## src/rtl/brk_pkg.sv

```systemverilog
package brk_pkg;

    typedef enum logic [1:0] {
        RA_ADDR_HI = 2'd0,
        RA_ADDR_LO = 2'd1,
        RA_CYCLE   = 2'd2,
        RA_STATUS  = 2'd3
    } brk_reg_e;

    typedef struct packed {
        logic [1:0] master;
        logic [1:0] kind;
        logic [1:0] dir;
        logic [1:0] size;
    } brk_sel_t;

    typedef enum logic {
        ST_QUIET = 1'b0,
        ST_FIRE  = 1'b1
    } brk_state_e;

    localparam int unsigned SEL_W = $bits(brk_sel_t);

    // Monitor size code -> size selector code; reserved code maps to 00
    function automatic logic [1:0] size_to_sel(input logic [1:0] code);
        logic [1:0] r;
        unique case (code)
            2'b00:   r = 2'b01;
            2'b01:   r = 2'b10;
            2'b10:   r = 2'b11;
            default: r = 2'b00;
        endcase
        return r;
    endfunction

endpackage

```

## src/rtl/brk_regs.sv

```systemverilog
module brk_regs
    import brk_pkg::*;
#(
    parameter int unsigned DATA_W = 16,
    localparam int unsigned ADDR_W = 2 * DATA_W
) (
    input  logic              clk,
    input  logic              rst_n,
    input  logic              we,
    input  logic [1:0]        addr,
    input  logic [DATA_W-1:0] wdata,
    input  logic              flag,
    output logic [ADDR_W-1:0] bk_addr,
    output brk_sel_t          sel,
    output logic [DATA_W-1:0] rdata,
    output logic              flag_clr
);

    logic [DATA_W-1:0] half_q [2];

    // Two address halves: index 1 is the upper half, index 0 the lower
    for (genvar g = 0; g < 2; g++) begin : g_half
        localparam logic [1:0] HALF_OFS = (g == 1) ? RA_ADDR_HI : RA_ADDR_LO;
        always_ff @(posedge clk or negedge rst_n) begin
            if (!rst_n) begin
                half_q[g] <= '0;
            end else if (we && addr == HALF_OFS) begin
                half_q[g] <= wdata;
            end
        end
        assign bk_addr[g*DATA_W +: DATA_W] = half_q[g];
    end

    always_ff @(posedge clk or negedge rst_n) begin
        if (!rst_n) begin
            sel <= '0;
        end else if (we && addr == RA_CYCLE) begin
            sel <= brk_sel_t'(wdata[SEL_W-1:0]);
        end
    end

    always_comb begin
        unique case (brk_reg_e'(addr))
            RA_ADDR_HI: rdata = half_q[1];
            RA_ADDR_LO: rdata = half_q[0];
            RA_CYCLE:   rdata = DATA_W'(sel);
            RA_STATUS:  rdata = DATA_W'(flag);
            default:    rdata = '0;
        endcase
    end

    assign flag_clr = we && (addr == RA_STATUS) && wdata[0];

endmodule

```

## src/rtl/brk_match.sv

```systemverilog
module brk_match
    import brk_pkg::*;
#(
    parameter int unsigned ADDR_W = 32
) (
    input  logic              valid,
    input  logic [ADDR_W-1:0] cyc_addr,
    input  logic              periph,
    input  logic              data,
    input  logic              write,
    input  logic [1:0]        size,
    input  logic [ADDR_W-1:0] bk_addr,
    input  brk_sel_t          sel,
    output logic              hit
);

    logic addr_ok;
    logic master_ok;
    logic kind_ok;
    logic dir_ok;
    logic size_ok;

    // Each two-bit selector: bit 0 accepts the first kind, bit 1 the second
    always_comb begin
        addr_ok   = (cyc_addr == bk_addr);
        master_ok = periph ? sel.master[1] : sel.master[0];
        kind_ok   = data   ? sel.kind[1]   : sel.kind[0];
        dir_ok    = write  ? sel.dir[1]    : sel.dir[0];
        size_ok   = (sel.size == 2'b00) || (sel.size == size_to_sel(size));
        hit       = valid && addr_ok && master_ok && kind_ok && dir_ok && size_ok;
    end

endmodule

```

## src/rtl/brk_fsm.sv

```systemverilog
module brk_fsm
    import brk_pkg::*;
(
    input  logic clk,
    input  logic rst_n,
    input  logic hit,
    input  logic flag_clr,
    output logic irq,
    output logic flag
);

    brk_state_e state_q;
    brk_state_e state_d;

    always_ff @(posedge clk or negedge rst_n) begin
        if (!rst_n) begin
            state_q <= ST_QUIET;
        end else begin
            state_q <= state_d;
        end
    end

    always_comb begin
        unique case (state_q)
            ST_QUIET: state_d = hit ? ST_FIRE : ST_QUIET;
            ST_FIRE:  state_d = hit ? ST_FIRE : ST_QUIET;
            default:  state_d = ST_QUIET;
        endcase
    end

    always_comb begin
        unique case (state_q)
            ST_FIRE: irq = 1'b1;
            default: irq = 1'b0;
        endcase
    end

    // Sticky flag: a new match wins over a clear in the same clock
    always_ff @(posedge clk or negedge rst_n) begin
        if (!rst_n) begin
            flag <= 1'b0;
        end else if (hit) begin
            flag <= 1'b1;
        end else if (flag_clr) begin
            flag <= 1'b0;
        end
    end

endmodule

```

## src/rtl/brk_chan_cmp.sv

```systemverilog
module brk_chan_cmp
    import brk_pkg::*;
#(
    parameter int unsigned DATA_W = 16,
    localparam int unsigned ADDR_W = 2 * DATA_W
) (
    input  logic              clk,
    input  logic              rst_n,
    input  logic              reg_we,
    input  logic [1:0]        reg_addr,
    input  logic [DATA_W-1:0] reg_wdata,
    output logic [DATA_W-1:0] reg_rdata,
    input  logic              mon_valid,
    input  logic [ADDR_W-1:0] mon_addr,
    input  logic              mon_periph,
    input  logic              mon_data,
    input  logic              mon_write,
    input  logic [1:0]        mon_size,
    output logic              brk_irq,
    output logic              brk_flag
);

    logic [ADDR_W-1:0] bk_addr;
    brk_sel_t          cyc_sel;
    logic              flag_clr;
    logic              hit;

    brk_regs #(.DATA_W(DATA_W)) u_regs (
        .clk      (clk),
        .rst_n    (rst_n),
        .we       (reg_we),
        .addr     (reg_addr),
        .wdata    (reg_wdata),
        .flag     (brk_flag),
        .bk_addr  (bk_addr),
        .sel      (cyc_sel),
        .rdata    (reg_rdata),
        .flag_clr (flag_clr)
    );

    brk_match #(.ADDR_W(ADDR_W)) u_match (
        .valid    (mon_valid),
        .cyc_addr (mon_addr),
        .periph   (mon_periph),
        .data     (mon_data),
        .write    (mon_write),
        .size     (mon_size),
        .bk_addr  (bk_addr),
        .sel      (cyc_sel),
        .hit      (hit)
    );

    brk_fsm u_fsm (
        .clk      (clk),
        .rst_n    (rst_n),
        .hit      (hit),
        .flag_clr (flag_clr),
        .irq      (brk_irq),
        .flag     (brk_flag)
    );

endmodule

```

## config.mk

```make
export PLATFORM = sky130hd
export DESIGN_NAME = brk_chan_cmp
export DESIGN_NICKNAME = d
export VERILOG_FILES = /design/src/rtl/brk_pkg.sv /design/src/rtl/brk_regs.sv /design/src/rtl/brk_match.sv /design/src/rtl/brk_fsm.sv /design/src/rtl/brk_chan_cmp.sv
export SDC_FILE = /design/constraint.sdc
export NUM_CORES = 1
export LEC_CHECK = 0
export ABC_AREA = 0
export BUFFER_PORTS_ARGS = -buffer_cell sky130_fd_sc_hd__buf_2
export CORE_UTILIZATION = 54
export DETAILED_ROUTE_END_ITERATION = 12
export PLACE_DENSITY = 0.84
export SYNTH_ARGS = -nofsm -noshare
export SYNTH_HDL_FRONTEND = slang
export SYNTH_HIERARCHICAL = 1
export SYNTH_SLANG_ARGS = --single-unit
```

## constraint.sdc

```tcl
create_clock -name clk -period 3.3 [get_ports clk]
set_input_delay 0.825 -clock clk [delete_from_list [all_inputs] [get_ports clk]]
set_output_delay 0.825 -clock clk [all_outputs]
set_load 0.03 [all_outputs]
```

==> impl_metrics.yaml, run 1 <==
critical_path:
  setup.worst_path.start_class: "input port"
  crit_type: "in -> out"
  critPathCaptureType: "primary output"
  crit_arrival_ns: 1.93
  path_max_fanout: 14
  required_ns: 2.47
yosys:
  synth_top_area_cell: "dfrtp_1"
  yosysSeqAreaShare_pct: 44.85
  post_synth_num_cell_types: 28
  netlist_area_um2: 2343
  yosys_register_bits: 42
  syn_inst: 187
  ys_top_cells_by_area: "dfrtp_1 45%, mux2_2 19%, xnor2_1 10%, mux2i_1 6.8%, o2bb2ai_1 2.6%"
  ys.flop_type: "dfrtp_1"
  yosysWarningCount: 6
  synth_top_cell_area_share_pct: 44.85
  syn-num-nets: 248
  avgSynthCellArea_um2: 12.53
  synth_edf_count: 0
  synthArstFlopShare_pct: 100.0
timing:
  rsz0062_at_grt: "no"
  setup_viol: 0
  fin_skew_ns: 0.002781
  worstMarginPinSlew_ns: 0.9472
  setup_ws_ns: 0.5401
  finalMaxSlewViolations: 0
  min_period_ns: 2.760
  maxSlewHeadroom_pct: 36.85
  max_freq_mhz: 362.3
  hold_viol: 0
  holdWs_ns: 0.5382
  tns_ns: 0
  min_period_over_period_pct: 83.63
finish:
  syn_to_final_growth_pct: 21.94
  antenna_cells: 0
  nNetsFinal: 328
  final_layout_size_suffix_gt1_share_pct: 49.25
  finalCoreUtilization_pct: 69.93
  postLayoutCellArea_um2: 2858
  fin_cells: 318
floorplanning:
  start_util_pct: 57.35
  die_w_um: 67.88
  dieHeight_um: 67.88
  coreArea_um2: 4086
  io_pins: 77
  die_area_um2: 4607
  num_rows: 23
global_routing:
  grt_max_degree: 43
  grt_use_total_pct: 26.72
  grt_pass1_vias: 1885
  antenna_found_initial: 0
  grt_pass1_wl_um: 8811
  grt_remaining_overflow: 0
pwr:
  p_total_mw: 1.476
  p_seq_share_pct: 47.3
  internal_power_mw: 0.9958
  clkPwrFrac_pct: 23.3
  p_leak_nw: 1.353
  swShare_pct: 32.52
  ir_drop_mv: 0.3380
  p_per_area_nw_per_um2: 516.4
  power_frac_comb_pct: 29.4
  netSwitchingPower_mw: 0.4800
place:
  gp_congestion: 0.8154
  dp_hpwl_um: 4169
  dp_slack_ns: 0.5358
  placed_area_um2: 2766
  io_buffer_count: 76
  dp_cells: 310
routing:
  drtPass1Iterations: 5
  drt_iter0_markers: 93
  vias_per_cell: 5.582
  num_vias: 1775
  wl_per_cell_um: 17.59
  drc_errors: 0
  antenna_left: 0
  wirelength_um: 5594
run_status:
  status: "completed"
cts:
  clockBufferDepth: 2
  h-tree-depth: 2
  post_cts_resized: 0
  clockRootBuffer: "clkbuf_8"
  clk_pin_slew_ns: 0.07
  cts_buffers: 5
  clkLatencyLatePin_ns: 0.30
  cts_tree: "built"
  postCtsHoldBufs: 0
  cts.sinks: 42
  post-cts-setup-buffers: 0
run:
  max-cap-violations: 0
min_path:
  hold_class: "reg -> reg"
final cells by class:
class / count / area, µm²
Tap cell: 50 / 62.56
Sequential cell: 42 / 1051
Timing Repair Buffer: 80 / 410.4
Inverter: 8 / 30.03
Fill cell: 307 / 1229
Clock inverter: 1 / 5.005
Clock buffer: 7 / 86.33
Multi-Input combinational cell: 130 / 1212
placed cells by master, fill, tap and decap left out, types with 2 or more instances in the layout:
cell / count
o22ai_1: 3
inv_1: 8
xor2_1: 3
mux2i_1: 16
o2bb2ai_1: 7
nand3b_2: 2
buf_2: 76
buf_4: 4
dfrtp_1: 42
nor2_1: 9
and4_1: 3
clkbuf_8: 6
mux2_2: 40
nand4_1: 6
o21ai_0: 2
xnor2_1: 27
ha_1: 2
nor4_1: 2
kinds of logic after synthesis:
logic type                 synth area share, %
and+or+nand+nor                          6.728
muxes                                    27.02
buffers and inverters                    3.416
xor gates and xnor gates                 11.21
adders and majority gates                1.068
DFF                                      44.85
AOI/OAI and AO/OA                        5.713
path summary, 6_finish.rpt:
path                                    start            endpoint  slack [ns]  cells past startpoint
max                               reg_addr[0]        reg_rdata[5]        0.54                      5
min                             u_regs/sel[2]       u_regs/sel[2]        0.54                      1
max reg2reg                u_regs/bk_addr[24]          u_fsm/flag        1.71                      5
min reg2reg                     u_regs/sel[2]       u_regs/sel[2]        0.54                      1
max in group asynchronous               rst_n   u_regs/bk_addr[6]        2.04                      1
min in group asynchronous               rst_n  u_regs/bk_addr[22]        0.67                      1
Yosys cell counts (2+ instances only):
cell and instances:
dfrtp_1 42, mux2_2 40, xnor2_1 27, mux2i_1 16, nor2_1 9, inv_1 8
o2bb2ai_1 7, nand4_1 6, and4_1 3, o22ai_1 3, xor2_1 3, buf_4 2
buf_6 2, ha_1 2, nand3b_2 2, nor4_1 2, o21ai_0 2
power by group through the flow:
stage	combinational, mW	sequential (mW)	clock (mW)
final	0.434	0.699	0.343
after global placement	0.421	0.704	0
after floorplan	0.308	0.681	0
after CTS	0.433	0.698	0.347
after global routing	0.469	0.713	0.367
after detailed placement	0.431	0.708	0
critical path, stage by stage:
cell and delay (ns):
buf_2 0.36, buf_4 0.28, mux2i_1 0.20, o2bb2ai_1 0.09, buf_2 0.18
sequential cells by signal (all words and copies together), names as in the netlist:
signal / flops
u_fsm/flag: 1
u_fsm/state_q: 1
u_regs/bk_addr: 32
u_regs/sel: 8
per-layer routing:
layer / track usage, % / wire length (µm) / up-vias
met5: 0 / 0 / -
met4: 10.42 / 89 / 0
met3: 5.833 / 298 / 9
met2: 43.56 / 2806 / 62
met1: 34.63 / 2400 / 867
li1: - / - / 837
No activity file was read; power rests on OpenSTA's default activity.
==> inputs of run 2 (changes only) <==
--- a/config.mk
+++ b/config.mk
@@ -7,9 +7,9 @@
 export LEC_CHECK = 0
 export ABC_AREA = 0
 export BUFFER_PORTS_ARGS = -buffer_cell sky130_fd_sc_hd__buf_2
-export CORE_UTILIZATION = 54
+export CORE_UTILIZATION = 46
 export DETAILED_ROUTE_END_ITERATION = 12
-export PLACE_DENSITY = 0.84
+export PLACE_DENSITY = 0.77
 export SYNTH_ARGS = -nofsm -noshare
 export SYNTH_HDL_FRONTEND = slang
 export SYNTH_HIERARCHICAL = 1
==> constraint.sdc (replaced) <==
create_clock -name clk -period 2.2 [get_ports clk]
set_input_delay 0.55 -clock clk [delete_from_list [all_inputs] [get_ports clk]]
set_output_delay 0.55 -clock clk [all_outputs]
set_load 0.03 [all_outputs]
==> impl_metrics.yaml, run 2 (synthesized netlist as in run 1, its figures left out) <==
critical_path:
  critPathCaptureType: "primary output"
  crit_chain: "buf_2, buf_4, mux2i_1, o2bb2ai_1, buf_2"
  reg2reg_from: "u_regs/bk_addr[25]"
  critPathLaunch: "reg_addr[0]"
  crit_arrival_ns: 1.49
  required_ns: 1.65
  worst_path_max_delay_cell: "buf_4"
  worstRegToRegCells: 5
  rr_endpoint: "u_fsm/flag"
  r2r_setup_slack_ns: 0.72
  crit_family: "buffers and inverters"
  cpPeakStageDelay_ns: 0.24
  crit_top_cell: "buf_2"
  setup.worst_path.start_class: "input port"
  path_buf_inv: 3
  crit_type: "in -> out"
  path_max_fanout: 9
timing:
  fin_skew_ns: 0.005658
  maxSlewHeadroom_pct: 65.07
  finalMaxSlewViolations: 0
  min_period_over_period_pct: 92.94
  setup_viol: 0
  max_freq_mhz: 489.1
  min_period_ns: 2.045
  worstMarginPinSlew_ns: 0.5212
  hold_viol: 0
  rsz0062_at_grt: "no"
  tns_ns: 0
  setup_ws_ns: 0.1554
finish:
  syn_to_final_growth_pct: 25.47
  postLayoutCellArea_um2: 2940
  mostFrequentLayoutCells: "76 x buf_2, 42 x dfrtp_1, 40 x mux2_2"
  largest_register_ffs: 32
  fin_cells: 339
  mostFrequentLayoutCell: "buf_2"
  antenna_cells: 0
  final_layout_size_suffix_gt1_share_pct: 50.00
  nNetsFinal: 332
global_routing:
  antenna_found_initial: 0
  grt_pass1_vias: 1783
  grt_remaining_overflow: 0
  grt_max_degree: 24
  grt_use_total_pct: 21.96
  grt_pass1_wl_um: 8645
floorplanning:
  die_w_um: 73.38
  io_pins: 77
  dieHeight_um: 73.38
  start_util_pct: 48.65
  coreArea_um2: 4817
  num_rows: 25
  die_area_um2: 5384
cts:
  clockBufferDepth: 2
  postCtsHoldBufs: 0
  post_cts_resized: 0
  cts.sinks: 42
  cts_buffers: 5
  clk_pin_slew_ns: 0.08
  h-tree-depth: 2
  cts_tree: "built"
  clkLatencyLatePin_ns: 0.30
  post-cts-setup-buffers: 0
  clockRootBuffer: "clkbuf_8"
pwr:
  power_frac_comb_pct: 28.4
  p_leak_nw: 1.380
  clkPwrFrac_pct: 26.4
  p_total_mw: 2.308
  swShare_pct: 31.29
  p_per_area_nw_per_um2: 784.9
  internal_power_mw: 1.586
  netSwitchingPower_mw: 0.7221
  ir_drop_mv: 0.4375
  p_seq_share_pct: 45.3
run:
  max-cap-violations: 0
run_status:
  status: "completed"
place:
  dp_hpwl_um: 4327
  io_buffer_count: 76
  dp_cells: 331
  gp_congestion: 0.7763
  placed_area_um2: 2830
  dp_slack_ns: 0.1692
routing:
  wirelength_um: 5452
  vias_per_cell: 5.236
  num_vias: 1775
  antenna_left: 0
  wl_per_cell_um: 16.08
  drc_errors: 0
  drtPass1Iterations: 4
  drt_iter0_markers: 51
min_path:
  hold_class: "in -> async"
[run 2: cell count changes in the layout (fill, tap and decap cells not counted)]
cell	change
buf_4	+3
buf_12	+1
bufinv_16	+1
clkinv_2	-1
clkinvlp_4	+1
clkbuf_8	-1
[run 2: worst max-delay path by stage]
| stage | cells past startpoint | end | slack (ns) |
|---|---|---|---|
| floorplan | 4 | reg_rdata[1] | 0.17 |
| global placement | 5 | reg_rdata[5] | 0.18 |
| detailed placement | 5 | reg_rdata[5] | 0.17 |
| CTS | 5 | reg_rdata[5] | 0.16 |
| global route | 5 | reg_rdata[5] | 0.05 |
| finish | 5 | reg_rdata[5] | 0.16 |
[run 2: per-stage QoR]
stage                     util [%]  hold slack (ns)
final                        61.04           0.2052
after global routing         61.04           0.2273
after CTS                    61.04           0.2099
after detailed placement     58.75           0.5193
after global placement       58.75           0.4904
after floorplan                  -           0.2544
[run 2: cell type report]
cell class                      count  area, µm²
Multi-Input combinational cell    130       1212
Inverter                            8      30.03
Fill cell                         428       1877
Clock buffer                        6      72.57
Tap cell                           67      83.83
Clock inverter                      2      37.54
Sequential cell                    42       1051
Timing Repair Buffer               84      452.9
[run 2: power by group through the flow]
stage / Clock, mW / Combinational (mW) / Sequential [mW]
after floorplan: 0 / 0.462 / 1.02
after global placement: 0 / 0.644 / 1.06
after detailed placement: 0 / 0.658 / 1.06
after CTS: 0.626 / 0.660 / 1.05
after global routing: 0.657 / 0.706 / 1.06
final: 0.609 / 0.654 / 1.04
[run 2: per-layer routing]
| layer | up-vias | global-route usage (%) | wire length, µm |
|---|---|---|---|
| li1 | 845 | - | - |
| met2 | 54 | 34.88 | 2684 |
| met1 | 865 | 29.85 | 2418 |
| met4 | 0 | 7.051 | 95 |
| met5 | - | 0 | 0 |
| met3 | 11 | 5.075 | 254 |
